[src/rtl/ntu_pkg.sv]
`timescale 1ns/1ps
package ntu_pkg;
  typedef enum logic [1:0] {
    SEL_NUM  = 2'd0,
    SEL_DEN  = 2'd1,
    SEL_CTRL = 2'd2,
    SEL_ACT  = 2'd3
  } cfg_sel_e;

  typedef enum logic [1:0] {
    LVL_0 = 2'd0,
    LVL_1 = 2'd1,
    LVL_2 = 2'd2,
    LVL_3 = 2'd3
  } op_level_e;
endpackage

[src/rtl/ntu_cfg_regs.sv]
`timescale 1ns/1ps
module ntu_cfg_regs
  import ntu_pkg::*;
#(
  parameter int NUM_LO_W = 16,
  parameter int DEN_W    = 14,
  parameter int LIM_W    = 3,
  parameter int DEN_RST  = 'h1000,
  parameter int SH_L1    = 2,
  parameter int SH_OTHER = 3
) (
  input  logic                  clk,
  input  logic                  rst_n,
  input  logic                  wr_en,
  input  cfg_sel_e              wr_sel,
  input  logic [NUM_LO_W-1:0]   wr_data,
  output logic [NUM_LO_W+1:0]   nc_full,
  output logic [DEN_W-1:0]      dc_q,
  output op_level_e             lvl_q,
  output logic [LIM_W-1:0]      lim_q,
  output logic                  ratio_ok
);
  localparam int NUM_W = NUM_LO_W + 2;
  localparam int CMP_W = NUM_W + 1;

  logic [NUM_LO_W-1:0] ncl_q, ncl_d;
  logic [DEN_W-1:0]    dc_d, den_wr;
  op_level_e           lvl_d;
  logic [LIM_W-1:0]    lim_d;
  logic [CMP_W-1:0]    dc_ext, min_num;

  assign den_wr = wr_data[DEN_W-1:0];

  always_comb begin
    ncl_d = ncl_q;
    dc_d  = dc_q;
    lvl_d = lvl_q;
    lim_d = lim_q;
    if (wr_en) begin
      case (wr_sel)
        SEL_NUM:  ncl_d = wr_data;
        SEL_DEN:  if (den_wr != '0) dc_d = den_wr;
        SEL_CTRL: begin
          lvl_d = op_level_e'(wr_data[1:0]);
          lim_d = wr_data[LIM_W+1:2];
        end
        default: ;
      endcase
    end
  end

  always_ff @(posedge clk or negedge rst_n) begin
    if (!rst_n) begin
      ncl_q <= '0;
      dc_q  <= DEN_W'(DEN_RST);
      lvl_q <= LVL_0;
      lim_q <= '0;
    end else if (wr_en) begin
      ncl_q <= ncl_d;
      dc_q  <= dc_d;
      lvl_q <= lvl_d;
      lim_q <= lim_d;
    end
  end

  assign nc_full = {2'b01, ncl_q};
  assign dc_ext  = CMP_W'(dc_q);

  always_comb begin
    if (lvl_q == LVL_1) min_num = dc_ext << SH_L1;
    else                min_num = dc_ext << SH_OTHER;
  end

  assign ratio_ok = CMP_W'(nc_full) >= min_num;

  AST_ZERO_DEN_KEEP: assert property (@(posedge clk) disable iff (!rst_n)
    (wr_en && wr_sel == SEL_DEN && wr_data[DEN_W-1:0] == '0) |=> $stable(dc_q));
endmodule

[src/rtl/ntu_drift.sv]
`timescale 1ns/1ps
module ntu_drift #(
  parameter int NUM_W    = 18,
  parameter int OFS_W    = 16,
  parameter int LIM_W    = 3,
  parameter int LIM_BASE = 5
) (
  input  logic             clk,
  input  logic             rst_n,
  input  logic [NUM_W-1:0] nc,
  input  logic [LIM_W-1:0] lim,
  input  logic             drift_en,
  input  logic             corr_valid,
  input  logic [OFS_W-1:0] corr_off,
  input  logic             restore,
  input  logic [NUM_W-1:0] restore_val,
  output logic [NUM_W-1:0] nav_q
);
  localparam int BASE_W  = (NUM_W > OFS_W) ? NUM_W : OFS_W;
  localparam int EXT_W   = BASE_W + 2;
  localparam logic [NUM_W-1:0] NAV_RST = NUM_W'(1) << (NUM_W - 2);

  logic signed [EXT_W-1:0] bound, off_s, off_c, tgt, diff;
  logic [NUM_W-1:0]        nav_d;
  logic                    upd_en;

  assign bound = EXT_W'(1) << (EXT_W'(lim) + EXT_W'(LIM_BASE));
  assign off_s = EXT_W'(signed'(corr_off));

  always_comb begin
    if (off_s > bound)       off_c = bound;
    else if (off_s < -bound) off_c = -bound;
    else                     off_c = off_s;
  end

  assign tgt    = signed'(EXT_W'(nc)) + off_c;
  assign upd_en = restore | (corr_valid & drift_en);

  always_comb begin
    if (restore) nav_d = restore_val;
    else         nav_d = tgt[NUM_W-1:0];
  end

  always_ff @(posedge clk or negedge rst_n) begin
    if (!rst_n)      nav_q <= NAV_RST;
    else if (upd_en) nav_q <= nav_d;
  end

  assign diff = signed'(EXT_W'(nav_q)) - signed'(EXT_W'(nc));

  AST_NAV_WINDOW: assert property (@(posedge clk) disable iff (!rst_n)
    (diff <= bound) && (diff >= -bound));
endmodule

[src/rtl/ntu_accum.sv]
`timescale 1ns/1ps
module ntu_accum #(
  parameter int NUM_W = 18,
  parameter int DEN_W = 14
) (
  input  logic             clk,
  input  logic             rst_n,
  input  logic [DEN_W-1:0] dc,
  input  logic [NUM_W-1:0] nav,
  input  logic             run,
  input  logic             clear,
  output logic             tick_q
);
  localparam int ACC_W = NUM_W + 1;

  logic [ACC_W-1:0] acc_q, acc_d, sum;
  logic             tick_d, hit;

  assign sum = acc_q + ACC_W'(dc);
  assign hit = sum >= ACC_W'(nav);

  always_comb begin
    if (clear || !run) begin
      acc_d  = '0;
      tick_d = 1'b0;
    end else if (hit) begin
      acc_d  = sum - ACC_W'(nav);
      tick_d = 1'b1;
    end else begin
      acc_d  = sum;
      tick_d = 1'b0;
    end
  end

  always_ff @(posedge clk or negedge rst_n) begin
    if (!rst_n) begin
      acc_q  <= '0;
      tick_q <= 1'b0;
    end else begin
      acc_q  <= acc_d;
      tick_q <= tick_d;
    end
  end

  AST_SINGLE_TICK: assert property (@(posedge clk) disable iff (!rst_n)
    tick_q |=> !tick_q);
endmodule

[src/rtl/ntu_tick_gen.sv]
`timescale 1ns/1ps
module ntu_tick_gen
  import ntu_pkg::*;
#(
  parameter int NUM_LO_W = 16,
  parameter int DEN_W    = 14,
  parameter int LIM_W    = 3,
  parameter int OFS_W    = 16,
  parameter int DEN_RST  = 'h1000,
  parameter int NUM_W    = NUM_LO_W + 2
) (
  input  logic                clk,
  input  logic                rst_n,
  input  logic                cfg_we,
  input  logic [1:0]          cfg_sel,
  input  logic [NUM_LO_W-1:0] cfg_wdata,
  output logic [NUM_W-1:0]    cfg_rdata,
  input  logic                corr_valid,
  input  logic [OFS_W-1:0]    corr_off,
  output logic                tick,
  output logic [NUM_W-1:0]    active_num,
  output logic                ratio_err
);
  logic [1:0]       rst_sync_q;
  logic             rst_n_s;
  cfg_sel_e         sel;
  logic [NUM_W-1:0] nc_full, restore_val;
  logic [DEN_W-1:0] dc_q;
  op_level_e        lvl_q;
  logic [LIM_W-1:0] lim_q;
  logic             ratio_ok, restore, drift_en;

  always_ff @(posedge clk or negedge rst_n) begin
    if (!rst_n) rst_sync_q <= 2'b00;
    else        rst_sync_q <= {rst_sync_q[0], 1'b1};
  end
  assign rst_n_s = rst_sync_q[1];

  assign sel = cfg_sel_e'(cfg_sel);

  ntu_cfg_regs #(
    .NUM_LO_W(NUM_LO_W), .DEN_W(DEN_W), .LIM_W(LIM_W), .DEN_RST(DEN_RST)
  ) u_regs (
    .clk(clk), .rst_n(rst_n_s), .wr_en(cfg_we), .wr_sel(sel), .wr_data(cfg_wdata),
    .nc_full(nc_full), .dc_q(dc_q), .lvl_q(lvl_q), .lim_q(lim_q), .ratio_ok(ratio_ok)
  );

  assign restore     = cfg_we && (sel == SEL_NUM || sel == SEL_CTRL);
  assign restore_val = (sel == SEL_NUM) ? {2'b01, cfg_wdata} : nc_full;
  assign drift_en    = (lvl_q != LVL_1);

  ntu_drift #(
    .NUM_W(NUM_W), .OFS_W(OFS_W), .LIM_W(LIM_W)
  ) u_drift (
    .clk(clk), .rst_n(rst_n_s), .nc(nc_full), .lim(lim_q), .drift_en(drift_en),
    .corr_valid(corr_valid), .corr_off(corr_off), .restore(restore),
    .restore_val(restore_val), .nav_q(active_num)
  );

  ntu_accum #(
    .NUM_W(NUM_W), .DEN_W(DEN_W)
  ) u_accum (
    .clk(clk), .rst_n(rst_n_s), .dc(dc_q), .nav(active_num),
    .run(ratio_ok), .clear(cfg_we), .tick_q(tick)
  );

  assign ratio_err = !ratio_ok;

  always_comb begin
    case (sel)
      SEL_NUM:  cfg_rdata = nc_full;
      SEL_DEN:  cfg_rdata = NUM_W'(dc_q);
      SEL_CTRL: cfg_rdata = NUM_W'({lim_q, lvl_q});
      default:  cfg_rdata = active_num;
    endcase
  end

  AST_RATIO_MUTE: assert property (@(posedge clk) disable iff (!rst_n_s)
    ratio_err |=> !tick);
  AST_LVL1_IGNORE: assert property (@(posedge clk) disable iff (!rst_n_s)
    (lvl_q == LVL_1 && corr_valid && !cfg_we) |=> $stable(active_num));
  AST_NUM_RESTORE: assert property (@(posedge clk) disable iff (!rst_n_s)
    (cfg_we && sel == SEL_NUM) |=> active_num == {2'b01, $past(cfg_wdata)});
endmodule

[config.mk]
export PLATFORM = sky130hd
export DESIGN_NAME = ntu_tick_gen
export DESIGN_NICKNAME = d
export VERILOG_FILES = /design/src/rtl/ntu_pkg.sv /design/src/rtl/ntu_cfg_regs.sv /design/src/rtl/ntu_drift.sv /design/src/rtl/ntu_accum.sv /design/src/rtl/ntu_tick_gen.sv
export SDC_FILE = /design/constraint.sdc
export NUM_CORES = 1
export LEC_CHECK = 0
export ABC_AREA = 1
export BUFFER_PORTS_ARGS = -buffer_cell sky130_fd_sc_hd__buf_2
export CAP_MARGIN = 20
export CORE_ASPECT_RATIO = 1.25
export CORE_MARGIN = 8
export CORE_UTILIZATION = 40
export DETAILED_ROUTE_END_ITERATION = 8
export GPL_TIMING_DRIVEN = 0
export HOLD_SLACK_MARGIN = 0.05
export SLEW_MARGIN = 20
export SYNTH_ARGS = -nofsm -noshare
export SYNTH_HDL_FRONTEND = slang
export SYNTH_SLANG_ARGS = --single-unit
[constraint.sdc]
create_clock -name clk -period 4.1 [get_ports clk]
set_input_delay 0.205 -clock clk [delete_from_list [all_inputs] [get_ports clk]]
set_output_delay 0.205 -clock clk [all_outputs]
set_load 0.02 [all_outputs]
==> impl_metrics.yaml <==
run_status:
  outcome: "complete, no violations"
die:
  fp.dieH_microns: 168.8
  initial_core_util: 0.4024
  boundaryPins: 76
  die_area_sq_mm: 0.02333
  die_w_microns: 138.2
  rows: 56
  core_area_sq_mm: 0.01857
timing:
  final.setup.worst_slack_ns: 0.1846
  post-route-min-period_ns: 3.915
  fin_crit_sh: 0.9550
  maxSlewHeadroom: 0.5322
  setup_violations: 0
  max_freq_mhz: 255.4
  fin_skew_ns: 0.01198
  worstMarginPinSlew_ns: 0.7017
  hold_slack_ns: 0.1039
  hold_viol_final: 0
  rsz0062_at_grt: "yes"
  slew_violations: 0
synth:
  synth.most_common_cell: "nand2_1"
  synth_seq_area_share: 0.2515
  synth_cell_types: 54
  avgSynthCellArea_sq_um: 7.048
  synth_cells: 1060
  synth_seq_cells: 75
  synth_top_area_share: 0.2445
  yosysWarnings: 0
  synth.top_cells.by_count: "230 x nand2_1, 127 x inv_1, 119 x o21ai_0, 97 x a21oi_1, 89 x ha_1"
  synth-main-ff-cell: "dfrtp_1"
  ys_top_cells_by_area: "dfrtp_1 24%, ha_1 15%, nand2_1 12%"
  synth_area_leader_cell: "dfrtp_1"
  synthArstFlopShare: 1.000
  netlist_area_sq_mm: 0.007471
  synth_edf_count: 0
worst_setup_path:
  timing.critical_path.mode_cell: "nand2_2"
  worst-path-buf-inv: 6
  max_stage_delay_ns: 0.40
  path_delay_family: "simple AND/OR/NAND/NOR gates"
  cp_slowest_cell: "dfrtp_1"
  cp-end-kind: "flop"
  path_class: "reg2reg"
  startpoint_type: "flop"
  cp_max_fo: 5
  crit_arrival_ns: 4.16
  cp.required_ns: 4.35
cells_and_area:
  fin_nets: 1311
  n_fill_cell: 1864
  post-route-util: 0.4976
  diodes: 0
  syn_to_final_growth_pct: 23.68
  final_cell_count_no_fill: 1418
  drive_gt1_frac: 0.2234
  multi_input_area_sq_mm: 0.005490
  register_area_sq_mm: 0.001886
drt:
  drtAntennaViolNets: 0
  drc_errors: 0
  dr.pass1.iters: 6
  routedWlPerCell_microns: 18.41
  via_per_inst: 5.376
  wirelength_mm: 26.11
  drtIter0Drc: 523
  via_count: 7623
placed_design:
  place_inst: 1377
  portBuffers: 74
  place_ws_ns: -0.5541
  dpl.hpwl_mm: 21.43
  finalWeightedCongestion: 0.9387
power:
  power.density_mw_per_mm2: 644.0
  power_switching_w: 0.002944
  switching_share: 0.4948
  report.power.total_w: 0.005951
  ir_worst_vdd_mv: 0.2240
  p_clk_frac: 0.159
  cellLeakagePower_nw: 4.550
  p_int_w: 0.003006
  seq_power_share: 0.189
  combinationalPowerShare: 0.652
clock_tree:
  htreeDepth: 3
  clockBufferDepth: 2
  cts.reportedPaths.clkPinSlew_ns: 0.06
  clkLatencyLatePin_ns: 0.34
  cts_tree: "done"
  cts_buffers: 9
  cts.sinks: 75
  clock_tree.root_cell: "clkbuf_16"
global_routing:
  use_met3: 0.02663
  met1_usage: 0.2219
  gr-total-overflow: 0
  grt_pass1_vias: 7482
  grtUsageTotal: 0.2145
  busiest_layer: "met2"
  use_met2: 0.4156
  antenna_found_initial: 2
  grt_max_degree: 54
  grt_pass1_wl_mm: 39.59
hold_path:
  hp-class: "in2reg"
flow_run:
  cap_violations: 0
-- worst reg2reg max path: cells and delay by family (launching register included) --
| family | cells | cell delay [ns] |
|---|---|---|
| AO/OA/AOI/OAI | 4 | 0.51 |
| XOR/XNOR | 1 | 0.14 |
| adder cells (fa/ha/maj) | 2 | 0.66 |
| buffers and inverters | 6 | 0.55 |
| flip-flops | 1 | 0.40 |
| AND/OR/NAND/NOR | 15 | 1.57 |
-- flip-flops by register name, summed over array words and instances, names as in the netlist --
| register | count |
|---|---|
| u_regs.lim_q | 3 |
| u_regs.lvl_q | 2 |
| u_drift.nav_q | 18 |
| u_accum.acc_q | 19 |
| u_regs.ncl_q | 16 |
| rst_sync_q | 2 |
| u_regs.dc_q | 14 |
| u_accum.tick_q | 1 |
-- routing by layer --
metal / routed length [microns] / share of wire
met3: 1046 / 0.040
met1: 9830 / 0.38
met2: 14040 / 0.54
met5: 23 / 0.00088
met4: 1164 / 0.045
-- cell families after synthesis --
| family | synth area share |
|---|---|
| XOR/XNOR | 0.04120 |
| AO/OA/AOI/OAI | 0.2281 |
| AND/OR/NAND/NOR | 0.2400 |
| adder cells (fa/ha/maj) | 0.1571 |
| other | 0.001005 |
| flip-flops | 0.2515 |
| buffers and inverters | 0.08106 |
-- cell usage in the layout, fill, tap and decap left out, types with 7 or more instances in the layout --
| cell type | Yosys | final |
|---|---|---|
| nand2_1 | 230 | 217 |
| o21ai_2 | 16 | 22 |
| xor2_1 | 18 | 15 |
| o221ai_1 | 9 | 8 |
| nand4_1 | 14 | 14 |
| dfrtp_1 | 73 | 70 |
| a21oi_1 | 97 | 73 |
| buf_4 | 1 | 22 |
| xnor2_1 | 14 | 14 |
| o21ai_0 | 119 | 105 |
| o211ai_1 | 9 | 9 |
| conb_1 | 2 | 12 |
| nor2_1 | 78 | 67 |
| a31oi_1 | 9 | 8 |
| buf_2 | 3 | 76 |
| a21oi_2 | 4 | 25 |
| ha_1 | 89 | 79 |
| clkbuf_1 | 17 | 18 |
| ha_4 | 0 | 7 |
| nor2_4 | 0 | 7 |
| nand3_1 | 41 | 37 |
| clkbuf_16 | 0 | 9 |
| o21ai_1 | 0 | 8 |
| nand2_2 | 18 | 28 |
| inv_1 | 127 | 122 |
-- final cells by class --
| class | instances | area share |
|---|---|---|
| Tap cell | 232 | 0.03141 |
| Multi-Input combinational cell | 842 | 0.5942 |
| Timing Repair Buffer | 100 | 0.06378 |
| Inverter | 129 | 0.05295 |
| Buffer | 24 | 0.01530 |
| Sequential cell | 75 | 0.2041 |
| Clock inverter | 4 | 0.01056 |
| Clock buffer | 12 | 0.02776 |
-- final timing paths --
path / from / endpoint / slack (ns) / cells after the start
min in group asynchronous: rst_n / rst_sync_q[1] / 0.17 / 2
setup reg to reg: u_regs.lim_q[2] / u_drift.nav_q[14] / 0.18 / 28
max in group asynchronous: rst_sync_q[1] / u_regs.lim_q[1] / 3.26 / 1
hold / removal: cfg_we / u_regs.ncl_q[6] / 0.10 / 2
setup / recovery: u_regs.lim_q[2] / u_drift.nav_q[14] / 0.18 / 28
hold reg to reg: rst_sync_q[1] / u_accum.acc_q[16] / 0.22 / 0
-- through the flow --
stage,cell area (sq um),TNS (ns)
finish,9240,0
CTS,8700,-0.05997
floorplan,7508,0
detailed placement,8200,-7.227
global route,9240,-0.09326
global placement,8169,-7.161
-- power groups by stage --
| stage | logic, W | clock network [W] | registers (W) |
|---|---|---|---|
| floorplan | 0.00257 | 0 | 0.00115 |
| global placement | 0.00345 | 0 | 0.00113 |
| detailed placement | 0.00348 | 0 | 0.00112 |
| CTS | 0.00357 | 0.000956 | 0.00111 |
| global route | 0.00427 | 0.000985 | 0.00115 |
| finish | 0.00388 | 0.000948 | 0.00112 |
-- repair_timing --
item	CTS	global route
buffers inserted	3	19
hold buffers	1	0
hold endpoints to repair	2	0
pin swaps	6	42
gates resized for setup	37	95
cloned	0	2
setup endpoints to repair	33	34
Power figures use the tool's default switching activity.
